<file path="src/rtl/lm_pkg.sv">
package lm_pkg;
   typedef enum logic [2:0] {
      FD_OFF       = 3'd0,
      FD_MAG3      = 3'd1,
      FD_MAG2_CU   = 3'd2,
      FD_MAG2_FINE = 3'd3,
      FD_FINE      = 3'd4,
      FD_ALL       = 3'd5
   } fd_mode_e;

   localparam logic [1:0] A_MODE = 2'd0;
   localparam logic [1:0] A_CTHR = 2'd1;
   localparam logic [1:0] A_FUT  = 2'd2;
   localparam logic [1:0] A_FLT  = 2'd3;
endpackage

</file>
<file path="src/rtl/lm_delay.sv">
module lm_delay #(
   parameter int W     = 1,
   parameter int DEPTH = 1
) (
   input  logic         clk,
   input  logic         rst,
   input  logic [W-1:0] d,
   output logic [W-1:0] q
);
   generate
      if (DEPTH == 0) begin : g_wire
         assign q = d;
      end else begin : g_pipe
         logic [W-1:0] stg [DEPTH];
         always_ff @(posedge clk) begin
            if (rst) begin
               stg <= '{default: '0};
            end else begin
               stg[0] <= d;
               for (int i = 1; i < DEPTH; i++) stg[i] <= stg[i-1];
            end
         end
         assign q = stg[DEPTH-1];
      end
   endgenerate
endmodule

</file>
<file path="src/rtl/lm_regs.sv">
module lm_regs #(
   parameter int FM_W  = 3,
   parameter int MAG_W = 13
) (
   input  logic             clk,
   input  logic             rst,
   input  logic             wr_en,
   input  logic [1:0]       wr_addr,
   input  logic [MAG_W-1:0] wr_data,
   output logic [2:0]       mode_q,
   output logic [FM_W-1:0]  cthr_q,
   output logic [MAG_W-1:0] fut_q,
   output logic [MAG_W-1:0] flt_q
);
   import lm_pkg::*;

   always_ff @(posedge clk) begin
      if (rst) begin
         mode_q <= '0;
         cthr_q <= '0;
         fut_q  <= '0;
         flt_q  <= '0;
      end else if (wr_en) begin
         case (wr_addr)
            A_MODE:  mode_q <= wr_data[2:0];
            A_CTHR:  cthr_q <= wr_data[FM_W-1:0];
            A_FUT:   fut_q  <= wr_data;
            default: flt_q  <= wr_data;
         endcase
      end
   end
endmodule

</file>
<file path="src/rtl/lm_coarse.sv">
module lm_coarse #(
   parameter int FM_W = 3,
   parameter int HOLD = 2
) (
   input  logic            clk,
   input  logic            rst,
   input  logic [FM_W-1:0] code,
   input  logic [FM_W-1:0] thr,
   output logic            flag
);
   localparam int CNT_W = (HOLD > 2) ? $clog2(HOLD) : 1;

   generate
      if (HOLD < 1) begin : g_bad_hold
         $error("lm_coarse: HOLD must be at least 1");
      end
   endgenerate

   logic             gt_q;
   logic [CNT_W-1:0] cnt_q;

   always_ff @(posedge clk) begin
      if (rst) begin
         gt_q  <= 1'b0;
         flag  <= 1'b0;
         cnt_q <= '0;
      end else begin
         gt_q <= (code > thr);
         if (gt_q) begin
            flag <= 1'b1;
            if (!flag)          cnt_q <= CNT_W'(HOLD - 1);
            else if (cnt_q != 0) cnt_q <= cnt_q - 1'b1;
         end else if (cnt_q != 0) begin
            flag  <= 1'b1;
            cnt_q <= cnt_q - 1'b1;
         end else begin
            flag <= 1'b0;
         end
      end
   end
endmodule

</file>
<file path="src/rtl/lm_fine.sv">
module lm_fine #(
   parameter int SMP_W = 10,
   parameter int MAG_W = 13
) (
   input  logic             clk,
   input  logic             rst,
   input  logic [SMP_W-1:0] sample,
   input  logic [MAG_W-1:0] fut,
   input  logic [MAG_W-1:0] flt,
   output logic [MAG_W-1:0] mag,
   output logic             rail,
   output logic             up,
   output logic             lo
);
   localparam int ABS_W = SMP_W - 1;
   localparam int PAD   = MAG_W - ABS_W;
   localparam logic [SMP_W-1:0] S_MIN = {1'b1, {ABS_W{1'b0}}};
   localparam logic [SMP_W-1:0] S_MAX = {1'b0, {ABS_W{1'b1}}};

   logic [SMP_W-1:0] neg;
   logic [ABS_W-1:0] absv;

   always_comb begin
      neg = -sample;
      if (sample == S_MIN)    absv = '1;
      else if (sample[SMP_W-1]) absv = neg[ABS_W-1:0];
      else                    absv = sample[ABS_W-1:0];
   end

   generate
      if (PAD == 0) begin : g_exact
         assign mag = absv;
      end else begin : g_align
         assign mag = {absv, {PAD{1'b0}}};
      end
   endgenerate

   assign rail = (sample == S_MIN) || (sample == S_MAX);

   always_ff @(posedge clk) begin
      if (rst) begin
         up <= 1'b0;
         lo <= 1'b0;
      end else begin
         up <= (mag > fut);
         lo <= (mag < flt);
      end
   end
endmodule

</file>
<file path="src/rtl/level_monitor.sv">
module level_monitor #(
   parameter int FM_W    = 3,
   parameter int SMP_W   = 10,
   parameter int MAG_W   = 13,
   parameter int FD_LAT  = 6,
   parameter int OVR_LAT = 12,
   parameter int HOLD    = 2
) (
   input  logic             clk,
   input  logic             rst,
   input  logic             wr_en,
   input  logic [1:0]       wr_addr,
   input  logic [MAG_W-1:0] wr_data,
   input  logic [FM_W-1:0]  fm_code,
   input  logic [SMP_W-1:0] sample,
   output logic             ovr_flag,
   output logic             coarse_up,
   output logic             fine_up,
   output logic             fine_lo,
   output logic [3:0]       fd_bus
);
   import lm_pkg::*;

   generate
      if (FM_W != 3) begin : g_bad_fm
         $error("level_monitor: bus packing needs a 3-bit coarse code");
      end
      if (SMP_W - 1 > MAG_W || SMP_W < 2) begin : g_bad_smp
         $error("level_monitor: sample magnitude wider than MAG_W");
      end
   endgenerate

   logic [2:0]       mode_q;
   logic [FM_W-1:0]  cthr_q;
   logic [MAG_W-1:0] fut_q, flt_q, mag;
   logic             rail;
   logic [FM_W-1:0]  fm_late;

   lm_regs #(.FM_W(FM_W), .MAG_W(MAG_W)) u_regs (
      .clk(clk), .rst(rst), .wr_en(wr_en), .wr_addr(wr_addr), .wr_data(wr_data),
      .mode_q(mode_q), .cthr_q(cthr_q), .fut_q(fut_q), .flt_q(flt_q)
   );

   lm_coarse #(.FM_W(FM_W), .HOLD(HOLD)) u_coarse (
      .clk(clk), .rst(rst), .code(fm_code), .thr(cthr_q), .flag(coarse_up)
   );

   lm_fine #(.SMP_W(SMP_W), .MAG_W(MAG_W)) u_fine (
      .clk(clk), .rst(rst), .sample(sample), .fut(fut_q), .flt(flt_q),
      .mag(mag), .rail(rail), .up(fine_up), .lo(fine_lo)
   );

   lm_delay #(.W(FM_W), .DEPTH(FD_LAT)) u_fm_dly (
      .clk(clk), .rst(rst), .d(fm_code), .q(fm_late)
   );

   lm_delay #(.W(1), .DEPTH(OVR_LAT)) u_ovr_dly (
      .clk(clk), .rst(rst), .d(rail), .q(ovr_flag)
   );

   always_comb begin
      case (mode_q)
         FD_MAG3:      fd_bus = {fm_late, 1'b0};
         FD_MAG2_CU:   fd_bus = {fm_late[2:1], coarse_up, 1'b0};
         FD_MAG2_FINE: fd_bus = {fm_late[2:1], fine_up, fine_lo};
         FD_FINE:      fd_bus = {2'b00, fine_up, fine_lo};
         FD_ALL:       fd_bus = {coarse_up, 1'b0, fine_up, fine_lo};
         default:      fd_bus = 4'b0000;
      endcase
   end
endmodule

</file>
<file path="config.mk">
export PLATFORM = sky130hd
export DESIGN_NAME = level_monitor
export DESIGN_NICKNAME = d
export VERILOG_FILES = /design/src/rtl/lm_pkg.sv /design/src/rtl/lm_delay.sv /design/src/rtl/lm_regs.sv /design/src/rtl/lm_coarse.sv /design/src/rtl/lm_fine.sv /design/src/rtl/level_monitor.sv
export SDC_FILE = /design/constraint.sdc
export NUM_CORES = 1
export LEC_CHECK = 0
export ABC_AREA = 1
export CORE_ASPECT_RATIO = 1.25
export CORE_UTILIZATION = 23
export CTS_BUF_LIST = sky130_fd_sc_hd__clkbuf_8
export DETAILED_ROUTE_END_ITERATION = 6
export SYNTH_ARGS = -nofsm -noshare
export SYNTH_HDL_FRONTEND = slang
export SYNTH_HIERARCHICAL = 1
export SYNTH_SLANG_ARGS = --single-unit
</file>
<file path="constraint.sdc">
create_clock -name clk -period 5 [get_ports clk]
set_input_delay 0.5 -clock clk [delete_from_list [all_inputs] [get_ports clk]]
set_output_delay 0.5 -clock clk [all_outputs]
set_load 0.02 [all_outputs]
</file>
==> impl_metrics.json <==
{
  "area_growth_pct": 20.4,
  "place_congestion": 0.754,
  "die_area_um2": 15100,
  "clockRootBuffer": "clkbuf_8",
  "critical_path_required_ns": 5.24,
  "crit_cells": 13,
  "postCtsSetupBuffers": 0,
  "initial_core_util": 0.239,
  "diodes": 0,
  "tritoncts": "built",
  "critPathKind": "input port to register",
  "status": "finished, final reports clean",
  "grt_usage": 0.0979,
  "finalSetupTns_ns": 0,
  "grt_pass1_vias": 2520,
  "syn-num-nets": 544,
  "finalCritPeriodShare": 0.469,
  "setup_violations": 0,
  "crit_start": "sample[0]",
  "die_x_um": 110,
  "rr_worst_depth": 7,
  "path_max_fanout": 4,
  "synth_area_um2": 3350,
  "cpMostUsedCell": "nor2_1",
  "insertion_delay_ns": 0.34,
  "syn_avg_cell_area_um2": 6.84,
  "total_power_mw": 1.20,
  "crit_family": "simple AND/OR/NAND/NOR gates",
  "min_path_cells": 2,
  "slowest_stage": "clkdlybuf4s50_1",
  "drt_first_iter_violations": 96,
  "max_stage_delay_ns": 0.48,
  "antenna_found_initial": 0,
  "ios": 39,
  "max_slew_margin": 0.310,
  "worstHoldStart": "u_fm_dly/g_pipe.stg[14]",
  "yosysWarnings": 6,
  "critPathLaunchType": "input port",
  "tightest_slew_ns": 1.03,
  "period_minus_slack_ns": 2.34,
  "clock-sinks": 67,
  "overflow": 0,
  "hold_viol_final": 0,
  "cp.arrival_ns": 2.58,
  "final_core_util": 0.288,
  "clkTransAtPathRegs_ns": 0.07,
  "numCtsBuffers": 9,
  "grt_max_degree": 36,
  "vdd_drop_max_mv": 0.122,
  "grt_first_pass_wirelength_um": 11100,
  "cts_buffer_depth": 2,
  "ant_nets": 0,
  "fp-row-count": 48,
  "avgRoutedWirePerCell_um": 9.19,
  "crit_chain": "clkdlybuf4s50_1 -> inv_1 -> ha_1 -> nand2_1 -> nor2_4 -> o21ai_0 -> nand3_1 -> ha_1 -> nand2_1 -> nor2_1 -> nand4_1 -> nor2_1 -> nor2_1",
  "max_freq_mhz": 427,
  "timing.hold.worst.class": "register to register",
  "fp.dieH_um": 137,
  "endpoint_kind": "register",
  "drt_wl_total_um": 6480,
  "drc": 0,
  "power_per_cell_area_nw_per_um2": 296,
  "crit_buf_inv": 2,
  "port_buffers": 38,
  "firstDrtPassIters": 4,
  "hold_buffers": 0,
  "skew_ns": 0.00899,
  "r2r_start": "u_regs/flt_q[12]",
  "htreeDepth": 3,
  "drive_gt1_frac": 0.0415,
  "dpl.hpwl_um": 4790,
  "nFillCells": 1551,
  "via_count": 2705,
  "finalMaxSlewViolations": 0,
  "avgViaCountPerCell": 3.84,
  "syn-instance-count": 490,
  "post_cts_resized": 0,
  "cellLeakagePower_nw": 1.92,
  "rsz0062_at_grt": "no",
  "nets": 579,
  "core_area_um2": 14000,
  "drv_cap": 0
}
-- final timing paths --
path / to / slack, ns
worst max-delay path: u_fine/lo / 2.66
worst min-delay path: u_fm_dly/g_pipe.stg[11] / 0.40
worst max register to register: u_fine/lo / 3.70
worst min register to register: u_fm_dly/g_pipe.stg[11] / 0.40
-- layout by cell type, fill, tap and decap left out, drive strengths merged, types with 3 or more instances in the layout --
| cell | instances |
|---|---|
| clkinv | 3 |
| nand3 | 16 |
| o21ai | 4 |
| xor2 | 3 |
| ha | 23 |
| nand2 | 107 |
| nor2 | 122 |
| clkdlybuf4s50 | 38 |
| inv | 109 |
| a21oi | 10 |
| nand3b | 3 |
| nand4 | 5 |
| clkbuf | 11 |
| dfxtp | 67 |
-- metrics by stage --
stage / instance area [um^2] / worst slack (ns) / hold slack [ns] / std cells
4_1_cts: 4030 / 2.64 / 0.400 / 705
6_report: 4030 / 2.66 / 0.400 / 705
3_5_place_dp: 3830 / 2.28 / 0.392 / 689
5_1_grt: 4030 / 2.47 / 0.415 / 705
3_3_place_gp: 3830 / 2.25 / 0.389 / 689
2_1_floorplan: 3350 / 3.05 / 0.388 / 490
-- sequential cells by signal, indices dropped and copies added, names as in the netlist --
name / cells
u_ovr_dly/q: 1
u_regs/fut_q: 13
u_regs/flt_q: 13
u_fm_dly/q: 3
u_coarse/gt_q: 1
u_regs/mode_q: 3
u_ovr_dly/g_pipe.stg: 11
u_fm_dly/g_pipe.stg: 15
u_fine/up: 1
u_coarse/cnt_q: 1
u_fine/lo: 1
u_regs/cthr_q: 3
u_coarse/flag: 1
-- worst min-delay path, cell delays in order (launching register included) --
cell	delay [ns]
dfxtp_1	0.30
inv_1	0.04
nor2_1	0.03
-- power by group --
group | leakage [nW] | internal, mW | switching [mW]
clock network | 0.110 | 0.255 | 0.201
registers | 0.547 | 0.555 | 0.0115
logic | 1.27 | 0.0758 | 0.0974
-- per-layer routing --
| layer | GRT usage | wire length [um] |
|---|---|---|
| met1 | 0.107 | 2940 |
| met2 | 0.167 | 3150 |
| met3 | 0.0257 | 227 |
| met4 | 0.0600 | 165 |
| met5 | 0 | 0 |
-- area by class of cell --
cell class	instances	area (um^2)	share of cell area
Clock buffer	11	151	0.0375
Clock inverter	5	52.6	0.0130
Inverter	108	405	0.100
Multi-Input combinational cell	300	1480	0.366
Sequential cell	67	1340	0.333
Tap cell	175	219	0.0543
Timing Repair Buffer	39	388	0.0962
(Power assumes the default switching activity.)
